## src/rtl/mwc_pkg.sv

```systemverilog
package mwc_pkg;
  localparam int unsigned WAIT_W = 4;
  typedef logic [WAIT_W-1:0] wait_t;

  typedef struct packed {
    logic  auto_mode;
    wait_t wait_n;
    logic  wprot;
    logic  nmi_en;
  } mwc_cfg_t;

  typedef enum logic {
    CNT_IDLE = 1'b0,
    CNT_BUSY = 1'b1
  } cnt_state_e;
endpackage

```

## src/rtl/mwc_regs.sv

```systemverilog
module mwc_regs
  import mwc_pkg::*;
(
  input  logic     clk,
  input  logic     rst_n,
  input  logic     wr_stb,
  input  mwc_cfg_t wr_cfg,
  input  logic     wr_clr,
  input  logic     viol,
  output mwc_cfg_t cfg_o,
  output logic     flag_o,
  output logic     flush_o,
  output logic     wr_en_o,
  output logic     nmi_o
);
  mwc_cfg_t cfg_q, cfg_d;
  logic     flag_q, flag_d;
  logic     flush_q, flush_d;

  always_comb begin
    cfg_d   = cfg_q;
    flag_d  = flag_q;
    flush_d = viol;
    if (wr_stb) cfg_d = wr_cfg;
    if (viol)
      flag_d = 1'b1;
    else if (wr_stb && wr_clr)
      flag_d = 1'b0;
  end

  always_ff @(posedge clk or negedge rst_n) begin
    if (!rst_n) begin
      cfg_q.auto_mode <= 1'b0;
      cfg_q.wait_n    <= '0;
      cfg_q.wprot     <= 1'b1;
      cfg_q.nmi_en    <= 1'b0;
      flag_q          <= 1'b0;
      flush_q         <= 1'b0;
    end else begin
      cfg_q   <= cfg_d;
      flag_q  <= flag_d;
      flush_q <= flush_d;
    end
  end

  assign cfg_o   = cfg_q;
  assign flag_o  = flag_q;
  assign flush_o = flush_q;
  assign wr_en_o = !cfg_q.wprot && !flag_q;
  assign nmi_o   = flag_q && cfg_q.nmi_en;


  viol_sets_flag_chk: assert property (@(posedge clk) disable iff (!rst_n)
    viol |=> flag_o);

  viol_flush_chk: assert property (@(posedge clk) disable iff (!rst_n)
    viol |=> flush_o);

  flag_sticky_chk: assert property (@(posedge clk) disable iff (!rst_n)
    (flag_o && !(wr_stb && wr_clr)) |=> flag_o);

  locked_no_write_chk: assert property (@(posedge clk) disable iff (!rst_n)
    flag_o |-> !wr_en_o);

  nmi_needs_flag_chk: assert property (@(posedge clk) disable iff (!rst_n)
    nmi_o |-> flag_o);
endmodule

```

## src/rtl/mwc_sel.sv

```systemverilog
module mwc_sel
  import mwc_pkg::*;
#(
  parameter int unsigned RANGE_W   = 2,
  parameter int unsigned AUTO_SLOW = 3,
  parameter int unsigned AUTO_FAST = 4
) (
  input  logic               auto_mode,
  input  wait_t              wait_n,
  input  logic               flag,
  input  logic               dbg,
  input  logic [RANGE_W-1:0] rng,
  output wait_t              wait_eff
);
  localparam int unsigned RANGES = 2 ** RANGE_W;
  localparam wait_t       MAX_WAIT = '1;

  wait_t auto_tbl [RANGES];

  for (genvar r = 0; r < RANGES; r++) begin : g_tbl
    if (r == RANGES - 1) begin : g_fast
      assign auto_tbl[r] = wait_t'(AUTO_FAST);
    end else begin : g_slow
      assign auto_tbl[r] = wait_t'(AUTO_SLOW);
    end
  end

  always_comb begin
    if (dbg)
      wait_eff = '0;
    else if (flag)
      wait_eff = MAX_WAIT;
    else if (auto_mode)
      wait_eff = auto_tbl[rng];
    else
      wait_eff = wait_n;
  end
endmodule

```

## src/rtl/mwc_cnt.sv

```systemverilog
module mwc_cnt
  import mwc_pkg::*;
(
  input  logic  clk,
  input  logic  rst_n,
  input  logic  req,
  input  wait_t wait_eff,
  output logic  rdy
);
  cnt_state_e state_q, state_d;
  wait_t      cnt_q, cnt_d;

  always_comb begin
    state_d = state_q;
    cnt_d   = cnt_q;
    rdy     = 1'b0;
    case (state_q)
      CNT_IDLE: begin
        if (req) begin
          if (wait_eff == '0) begin
            rdy = 1'b1;
          end else begin
            state_d = CNT_BUSY;
            cnt_d   = wait_eff;
          end
        end
      end
      default: begin
        if (cnt_q == wait_t'(1)) begin
          rdy     = 1'b1;
          state_d = CNT_IDLE;
          cnt_d   = '0;
        end else begin
          cnt_d = cnt_q - wait_t'(1);
        end
      end
    endcase
  end

  always_ff @(posedge clk or negedge rst_n) begin
    if (!rst_n) begin
      state_q <= CNT_IDLE;
      cnt_q   <= '0;
    end else begin
      state_q <= state_d;
      cnt_q   <= cnt_d;
    end
  end


  busy_count_live_chk: assert property (@(posedge clk) disable iff (!rst_n)
    (state_q == CNT_BUSY) |-> (cnt_q != '0));

  done_returns_idle_chk: assert property (@(posedge clk) disable iff (!rst_n)
    (state_q == CNT_BUSY && rdy) |=> (state_q == CNT_IDLE));
endmodule

```

## src/rtl/memwait_ctrl.sv

```systemverilog
module memwait_ctrl
  import mwc_pkg::*;
#(
  parameter int unsigned RANGE_W   = 2,
  parameter int unsigned AUTO_SLOW = 3,
  parameter int unsigned AUTO_FAST = 4
) (
  input  logic               clk,
  input  logic               rst_n,
  input  logic               cfg_wr_i,
  input  logic               cfg_auto_i,
  input  logic [WAIT_W-1:0]  cfg_wait_i,
  input  logic               cfg_wprot_i,
  input  logic               cfg_nmi_en_i,
  input  logic               cfg_clr_i,
  input  logic               viol_i,
  input  logic               dbg_i,
  input  logic [RANGE_W-1:0] clk_range_i,
  input  logic               acc_req_i,
  output logic               acc_rdy_o,
  output logic [WAIT_W-1:0]  wait_eff_o,
  output logic               wr_en_o,
  output logic               flush_o,
  output logic               nmi_o,
  output logic               err_flag_o
);
  mwc_cfg_t wr_cfg;
  mwc_cfg_t cfg;
  logic     flag;
  wait_t    wait_eff;

  assign wr_cfg.auto_mode = cfg_auto_i;
  assign wr_cfg.wait_n    = cfg_wait_i;
  assign wr_cfg.wprot     = cfg_wprot_i;
  assign wr_cfg.nmi_en    = cfg_nmi_en_i;

  mwc_regs u_regs (
    .clk     (clk),
    .rst_n   (rst_n),
    .wr_stb  (cfg_wr_i),
    .wr_cfg  (wr_cfg),
    .wr_clr  (cfg_clr_i),
    .viol    (viol_i),
    .cfg_o   (cfg),
    .flag_o  (flag),
    .flush_o (flush_o),
    .wr_en_o (wr_en_o),
    .nmi_o   (nmi_o)
  );

  mwc_sel #(
    .RANGE_W   (RANGE_W),
    .AUTO_SLOW (AUTO_SLOW),
    .AUTO_FAST (AUTO_FAST)
  ) u_sel (
    .auto_mode (cfg.auto_mode),
    .wait_n    (cfg.wait_n),
    .flag      (flag),
    .dbg       (dbg_i),
    .rng       (clk_range_i),
    .wait_eff  (wait_eff)
  );

  mwc_cnt u_cnt (
    .clk      (clk),
    .rst_n    (rst_n),
    .req      (acc_req_i),
    .wait_eff (wait_eff),
    .rdy      (acc_rdy_o)
  );

  assign wait_eff_o = wait_eff;
  assign err_flag_o = flag;


  debug_no_wait_chk: assert property (@(posedge clk) disable iff (!rst_n)
    dbg_i |-> (wait_eff_o == '0));

  lockout_max_wait_chk: assert property (@(posedge clk) disable iff (!rst_n)
    (err_flag_o && !dbg_i) |-> (wait_eff_o == '1));

  auto_fast_range_chk: assert property (@(posedge clk) disable iff (!rst_n)
    (!dbg_i && !err_flag_o && cfg.auto_mode && clk_range_i == '1)
      |-> (wait_eff_o == wait_t'(AUTO_FAST)));
endmodule

```

## config.mk

```make
export PLATFORM = sky130hd
export DESIGN_NAME = memwait_ctrl
export DESIGN_NICKNAME = d
export VERILOG_FILES = /design/src/rtl/mwc_pkg.sv /design/src/rtl/mwc_regs.sv /design/src/rtl/mwc_sel.sv /design/src/rtl/mwc_cnt.sv /design/src/rtl/memwait_ctrl.sv
export SDC_FILE = /design/constraint.sdc
export NUM_CORES = 1
export LEC_CHECK = 0
export ABC_AREA = 1
export CORE_MARGIN = 1
export CORE_UTILIZATION = 48
export DETAILED_ROUTE_END_ITERATION = 10
export PLACE_DENSITY = 0.79
export SYNTH_ARGS = -nofsm -noshare
export SYNTH_HDL_FRONTEND = slang
export SYNTH_HIERARCHICAL = 1
export SYNTH_SLANG_ARGS = --single-unit
export TNS_END_PERCENT = 10
```

## constraint.sdc

```tcl
create_clock -name clk -period 3.2 [get_ports clk]
set_clock_uncertainty 0.1 [all_clocks]
set_input_delay 0.32 -clock clk [delete_from_list [all_inputs] [get_ports clk]]
set_output_delay 0.32 -clock clk [all_outputs]
set_load 0.01 [all_outputs]
```

Yosys cells after proc, flatten, opt, wreduce, memory -nomap -nowiden:

Index checks and enable logic that the tools add are counted.

* latch bits: 0
* word-level logic and storage cells: 42
* bits of input ports: 16
* RAM bits: 0
* register bits: 14
* output and inout port bits: 9
* memories kept: 0
* ROM bits: 0

* bitwise logic cells: 1
* divide/modulo/power cells: 0
* $add $sub $neg: 1
* multiply operators: 0
* reduce and logical (&&, ||, !) cells: 9
* shift-type cells: 0
* mux-type cells: 20
* equality and inequality tests: 2
* $lt $le $gt $ge: 1

Operator list (count)
* $mux 4: 9
* $mux 1: 10
* $bmux 4 s2: 1
* $eq 4x1->1 const B: 1
* $logic_not 4->1: 1
* $reduce_bool 2->1: 2
* $sub 4x1->4 const B: 1
* $ge 3x3->1 const B: 1
* $logic_and 1x1->1: 3
* $not 2->3: 1
* $logic_not 1->1: 2
* $ne 2x1->1 const B: 1
* $reduce_and 2->1: 1

Logic depth before layout (Yosys ltp):

Gate-level depths: netlist of run 1.

* depth after elaboration: 11
* depth in mapped cells: 11
* mapped depth without buffers: 11

By module:

Netlist of run 1, hierarchy kept.

By module, submodules not included
* mwc_regs: seq. area each 226.5 um^2, times used 1, cells an instance 38, area each 351.6 um^2
* mwc_cnt: seq. area each 125.1 um^2, times used 1, cells an instance 50, area each 345.3 um^2
* mwc_sel: seq. area each 0.0 um^2, times used 1, cells an instance 19, area each 80.1 um^2

Least setup slack after synthesis of run 1:

Ideal clock, no wire load.

* kind: reg2out
* start point: register u_regs.flag_q, in the netlist u_regs/flag_o
* end point: output acc_rdy_o
* arrival: 1189 ps
* cell stages (with the launch flop): 8
* data required time: 2780 ps
* buffers on the path: 0
* setup slack: 1591 ps
* cells stage by stage: dfrtp_1 inv_1 nand2_1 nor2_1 nor2_1 nor2_1 nand2_1 o22ai_1

* longest elaborated chain between the ends: 6

Ends and longest elaborated chain
* from (decl): line mwc_regs.sv:17 `logic flag_q, flag_d;`
* from (signal assigned): line mwc_regs.sv:41 `flag_q <= flag_d;`
* $mux 4: line mwc_sel.sv:31 `else if (flag)`
* $mux 4: line mwc_sel.sv:29 `if (dbg)`
* named net wait_eff_o[1]: line memwait_ctrl.sv:21 `output logic [WAIT_W-1:0] wait_eff_o,`
* $logic_not 4->1: line mwc_cnt.sv:20 `if (wait_eff == '0) begin`
* $mux 1: line mwc_cnt.sv:20
* $mux 1: line mwc_cnt.sv:19 `if (req) begin`
* $mux 1: line mwc_cnt.sv:17 `case (state_q)`
* to (decl): line memwait_ctrl.sv:20 `output logic acc_rdy_o,`

The timed path passes the listed nets, and every way through them passes these cells.

Worst setup path in the final report of run 1:

* start point: register u_regs.flag_q, in the netlist u_regs/flag_o
* end point: output acc_rdy_o

* longest elaborated chain between the ends: 6

Ends and longest elaborated chain (line)
* $mux 4: mwc_sel.sv:31
* $mux 4: mwc_sel.sv:29
* $logic_not 4->1: mwc_cnt.sv:20
* $mux 1: mwc_cnt.sv:20
* $mux 1: mwc_cnt.sv:19
* $mux 1: mwc_cnt.sv:17

Every way passes these cells.

==> qor.yml, run 1 <==
logic_synthesis:
  yosys.area_share.simple_pct: 27.05
  syn_inst: 107
  synth-seq-cells: 14
  synth_top_cell_area_share_pct: 41.87
  synth_commonest_cells: "nand2_1 (34), inv_1 (16), dfrtp_1 (13)"
  syn-num-nets: 125
  synth_compound_gate_area_share_pct: 13.20
  ys.warnings.count: 6
  synth-async-reset-ratio_pct: 100.0
  syn_area_per_cell_um2: 7.262
  synth-main-ff-cell: "dfrtp_1"
  netlist_area_um2: 777.0
  yosysUniqueCellTypes: 18
  seq_area_frac_synth_pct: 45.25
  synth.area.top_cells: "dfrtp_1 (42%), nand2_1 (16%), inv_1 (7.7%)"
  synth-xor-area-share_pct: 1.127
  synth.area.mux_share_pct: 0
  yosys.area.top_type: "dfrtp_1"
  synth_top_family_by_area: "simple AND/OR/NAND/NOR gates"
  synth_fa_ha_area_share_pct: 3.221
  synth_edf_count: 0
  yosysMostFrequentCell: "nand2_1"
placement:
  placed_cell_area_mm2: 0.001026
  portBuffers: 24
  dp_hpwl_mm: 1.414
  gp_congestion: 0.8442
clock_network:
  clockBufferDepth: 2
  h-tree-depth: 1
  cts_setup_buffers: 0
  cts-root-buf: "clkbuf_4"
  insertion_delay_ps: 280
  clk_pin_slew_ps: 80
  cts_tree: "yes"
  clock-sinks: 14
  cts_buffers: 3
  ctsHoldBuffers: 0
  cts.repair.resized: 0
route:
  route.detailed.drc: 0
  drtAntennaViolNets: 0
  drt_iter0_drc: 14
  vias: 764
  drtPass1Iterations: 4
  routed_wirelength_mm: 1.803
  wl_per_cell_um: 12.02
  viasPerCell: 5.093
timing:
  fmax_ghz: 0.4088
  setup-tns-final_ps: 0
  rsz0062_at_grt: "no"
  fin_crit_sh_pct: 76.45
  finalHoldViolations: 0
  setup_violations: 0
  worst_pin_slew_ps: 601.6
  finalCriticalPeriod_ps: 2446
  maxSlewViolCount: 0
  maxSlewHeadroom_pct: 59.77
critical_path:
  path_class: "reg2out"
  r2r_cells: 10
  setup.worst_path.end_class: "primary output"
  critical_path_peak_fanout: 5
  critPathArrivalTime_ps: 2030
  start_kind: "flop"
  required_ps: 2780
power_and_ir_drop:
  power.leakage_nw: 0.5262
  total_power_mw: 0.6629
  vdd_drop_max_v: 0.0004317
  power_density_mw_per_mm2: 624.0
cells_and_area:
  utilization_pct: 70.52
  final_layout_size_suffix_gt1_share_pct: 8.209
  nets: 153
  finalInstanceArea_mm2: 0.001062
  antenna-diode-count: 0
  synthToLayoutAreaGrowth_pct: 36.72
floorplan:
  die_h_um: 42.24
  start_util_pct: 51.58
  coreArea_mm2: 0.001506
  die_x_um: 42.24
  dieArea_mm2: 0.001784
  rows: 14
  io_pins: 25
status:
  outcome: "finished, final reports clean"
grt:
  grt_pass1_vias: 724
  grt_max_degree: 16
  grt_first_pass_wirelength_mm: 3.111
  overflow: 0
  grt_usage_pct: 24.13
  grt_antenna_before_repair: 0
min_path:
  hold_path_class: "in2async"
run:
  maxCapViolations: 0
==> final cells by class <==
class / count / area, um2
Timing Repair Buffer: 24 / 240.2
Multi-Input combinational cell: 74 / 346.6
Fill cell: 141 / 444.2
Sequential cell: 14 / 351.6
Inverter: 18 / 67.56
Clock buffer: 4 / 36.28
Tap cell: 16 / 20.02
==> flip-flops by register name, indices dropped and copies added (netlist names) <==
name	cells
u_regs/flush_o	1
u_regs/cfg_o	7
u_cnt/cnt_q	4
u_regs/flag_o	1
u_cnt/state_q	1
==> through the flow <==
| stage | cells | hold slack (ps) | setup WS [ps] |
|---|---|---|---|
| 3_3_place_gp | 146 | 359.4 | 869.8 |
| 5_1_grt | 150 | 369.8 | 574.1 |
| 4_1_cts | 150 | 329.1 | 746.7 |
| 3_5_place_dp | 146 | 365.9 | 820.3 |
| 2_1_floorplan | 107 | -75.59 | 1591 |
| 6_report | 150 | 307.7 | 753.7 |
==> worst max-delay path, cell delays in order (launching register included) <==
cell and delay (ps):
dfrtp_1 440, inv_1 140, nand2_1 70, nor2_1 110, nor2_1 100, nor2_1 130, nand2_1 80, o22ai_1 120
clkdlybuf4s50_1 550
==> cells in the final DEF (no fill, tap or decap), types with 2 or more instances in the layout <==
master           netlist  layout
ha_1                   2       2
nor2_1                12      12
a21oi_1                2       2
inv_1                 16      16
nand2_1               34      34
inv_2                  2       2
o21ai_1                2       2
clkbuf_4               0       3
o21ai_0               10      10
dfrtp_1               13      13
nand3_1                5       5
clkdlybuf4s50_1        0      24
a21oi_2                2       2
==> per-layer routing <==
metal | up-vias | global-route usage (%) | share of wire, %
met5 | - | 0 | 0
met4 | 0 | 17.50 | 3.6
met3 | 7 | 3.879 | 5.7
met2 | 25 | 40.92 | 49
met1 | 348 | 27.07 | 41
li1 | 384 | - | -
==> kinds of logic (layout without fill, tap and decap cells) <==
| logic type | Yosys count | after routing |
|---|---|---|
| simple gates | 53 | 53 |
| compound gates | 18 | 18 |
| xor+xnor | 1 | 1 |
| fa+ha+maj | 2 | 2 |
| flops | 14 | 14 |
| buf+inv | 19 | 46 |
==> power by group <==
| group | internal, mW | switching [mW] |
|---|---|---|
| Sequential | 0.220 | 0.0372 |
| Clock | 0.0693 | 0.0567 |
| Combinational | 0.121 | 0.158 |
==> final timing paths <==
| path | to | from | slack, ps |
|---|---|---|---|
| max in group asynchronous | u_cnt/cnt_q[1] | rst_n | 2300 |
| worst min-delay path | u_cnt/state_q | rst_n | 310 |
| worst max register to register | u_cnt/cnt_q[3] | u_regs/flag_o | 1530 |
| worst max-delay path | acc_rdy_o | u_regs/flag_o | 750 |
| worst min register to register | u_regs/cfg_o[1] | u_regs/cfg_o[1] | 380 |
| min in group clk | u_regs/cfg_o[1] | u_regs/cfg_o[1] | 380 |
No activity file was read; power rests on OpenSTA's default activity.
==> run 2: changes to the inputs <==
Settings changed: CORE_ASPECT_RATIO set to 0.75, CORE_UTILIZATION 48 to 40, PLACE_DENSITY 0.79 to 0.7.
Clock period 3.2 ns to 2.2 ns, I/O delays scaled along.
==> run 2 against run 1 <==
  * Sequential share of layout area down 0.57 points
  * Power grew 44%
  * Register-to-register slack got worse by 910 ps
  * Final area rose by 1.8%
  * Highest routed layer unchanged
  * Core utilization fell by 9.5 points
  * Setup slack got worse by 620 ps
==> qor.yml, run 2 (same netlist as run 1, synthesis figures left out) <==
status:
  outcome: "finished, final reports clean"
timing:
  rsz0062_at_grt: "no"
  maxSlewViolCount: 0  # unchanged
  whs_ps: 224.3  # -83.44 ps
  finalHoldViolations: 0  # unchanged
  fin_crit_sh_pct: 93.88
  worst_pin_slew_ps: 629.2  # +27.64 ps
  maxSlewHeadroom_pct: 57.92  # -1.8 points
  setup-tns-final_ps: 0  # unchanged
  setup_violations: 0  # unchanged
  finalCriticalPeriod_ps: 2065
  layout_setup_ws_ps: 134.6  # -619.2 ps
  fmax_ghz: 0.4842
cells_and_area:
  final_layout_size_suffix_gt1_share_pct: 11.11  # +2.9 points
  seq_area_um2: 351.6  # unchanged
  final_cell_mix: "nand2_1 (34), clkdlybuf4s50_1 (23), inv_1 (15)"
  layout_commonest_cell: "nand2_1"
  utilization_pct: 60.97  # -9.5 points
  largest_reg_flops: 7  # unchanged
  nFillCells: 167  # +18%
  multi_input_area_um2: 351.6  # +1.4%
  nets: 154  # +0.65%
  synthToLayoutAreaGrowth_pct: 39.13
  antenna-diode-count: 0  # unchanged
critical_path:
  slowest_stage: "clkdlybuf4s50_1"
  path_class: "reg2out"
  setup.worst_path.end_class: "primary output"
  critPathArrivalTime_ps: 1750  # -280 ps
  path_cells: "inv_2, nand2_1, nand2_1, nor2_1, nor2_1, clkdlybuf4s50_1"
  cpPeakStageDelay_ps: 600  # +50 ps
  required_ps: 1880  # -900 ps
  critical_path_peak_fanout: 5  # unchanged
  r2r_cells: 11  # +1
  start_kind: "flop"
power_and_ir_drop:
  p_int_mw: 0.5958  # +45%
  swShare_pct: 37.47  # -0.52 points
  p_comb_share_pct: 41.7  # -0.4 points
  p_clk_share_pct: 19.2  # +0.2 points
  power_switching_mw: 0.3571  # +42%
  total_power_mw: 0.9529  # +44%
  power_density_mw_per_mm2: 881.5  # +41%
  vdd_drop_max_v: 0.0004857  # +13%
  power.share.sequential_pct: 39.1  # +0.2 points
  power.leakage_nw: 0.5336  # +1.4%
clock_network:
  clock-sinks: 14  # unchanged
  clk_pin_slew_ps: 90  # about the same
  h-tree-depth: 1  # unchanged
  insertion_delay_ps: 280  # about the same
  ctsHoldBuffers: 0  # unchanged
  cts_tree: "yes"
  cts-root-buf: "clkbuf_4"
  cts_buffers: 3  # unchanged
  clockBufferDepth: 2  # unchanged
floorplan:
  io_pins: 25  # unchanged
  die_x_um: 52.89  # +25%
  coreArea_mm2: 0.001773  # +18%
  start_util_pct: 43.82  # -7.8 points
  die_h_um: 40.17  # -4.9%
  rows: 13  # -1
  dieArea_mm2: 0.002125  # +19%
grt:
  grt_antenna_before_repair: 0  # unchanged
  grt_first_pass_wirelength_mm: 2.615  # -16%
  overflow: 0  # unchanged
  grt_pass1_vias: 597  # -18%
  grt_max_degree: 16  # unchanged
  grt_usage_pct: 18.17  # -6.0 points
placement:
  dp_hpwl_mm: 1.298  # -8.2%
  dp_slack_ps: 31.79  # -788.5 ps
  gp_congestion: 0.8259  # -2.2%
  portBuffers: 24  # unchanged
run:
  maxCapViolations: 0  # unchanged
route:
  wl_per_cell_um: 10.48  # -13%
  drt_iter0_drc: 26  # +12
  viasPerCell: 4.643  # -8.8%
  drtPass1Iterations: 4  # unchanged
  route.detailed.drc: 0  # unchanged
  drtAntennaViolNets: 0  # unchanged
  routed_wirelength_mm: 1.645  # -8.8%
  vias: 729  # -4.6%
min_path:
  hold_path_class: "in2async"
[run 2: cell type report]
type | count | share of cell area [%]
inverters | 18 | 6.250
well taps | 22 | 2.546
multi-input cells | 74 | 32.52
flip-flops and latches | 14 | 32.52
repair buffers | 25 | 22.80
clock buffers | 4 | 3.356
[run 2: power groups by stage]
stage	Combinational, mW	Clock, mW	Sequential (mW)
after CTS	0.395	0.188	0.372
after floorplan	0.281	0	0.366
final	0.398	0.183	0.372
after global routing	0.451	0.208	0.382
after detailed placement	0.395	0	0.377
after global placement	0.388	0	0.375
[run 2: final timing paths]
check	slack, ps	from	endpoint
max	130	u_regs/cfg_o[6]	wait_eff_o[0]
min in group clk	300	viol_i	u_regs/flush_o
max in group asynchronous	1370	rst_n	u_regs/cfg_o[0]
max reg2reg	620	u_regs/cfg_o[6]	u_cnt/cnt_q[3]
min reg2reg	370	u_regs/cfg_o[1]	u_regs/cfg_o[1]
min	220	rst_n	u_cnt/cnt_q[3]
[run 2: timing repair]
action,4_1_cts,5_1_grt
gates cloned,0,0
resized for setup,1,3
endpoints found under the setup margin,1,2
buffers inserted,0,0
[run 2: worst max-delay path, delay by kind of cell, from the launching register on]
| family | cells | cell delay (ps) |
|---|---|---|
| flops | 1 | 420 |
| buf+inv | 2 | 700 |
| simple gates | 4 | 330 |
[run 2: routing by layer]
layer,up-vias,share of wire [%],track usage (%)
li1,388,-,-
met3,2,8.1,8.712
met1,316,49,22.92
met4,0,0.61,3.947
met5,-,0,0
met2,23,42,28.48
[run 2: metrics by stage]
step,area (um2),std cells
floorplan,777.0,107
global placement,1041,153
detailed placement,1041,153
CTS,1076,157
global route,1081,157
finish,1081,157
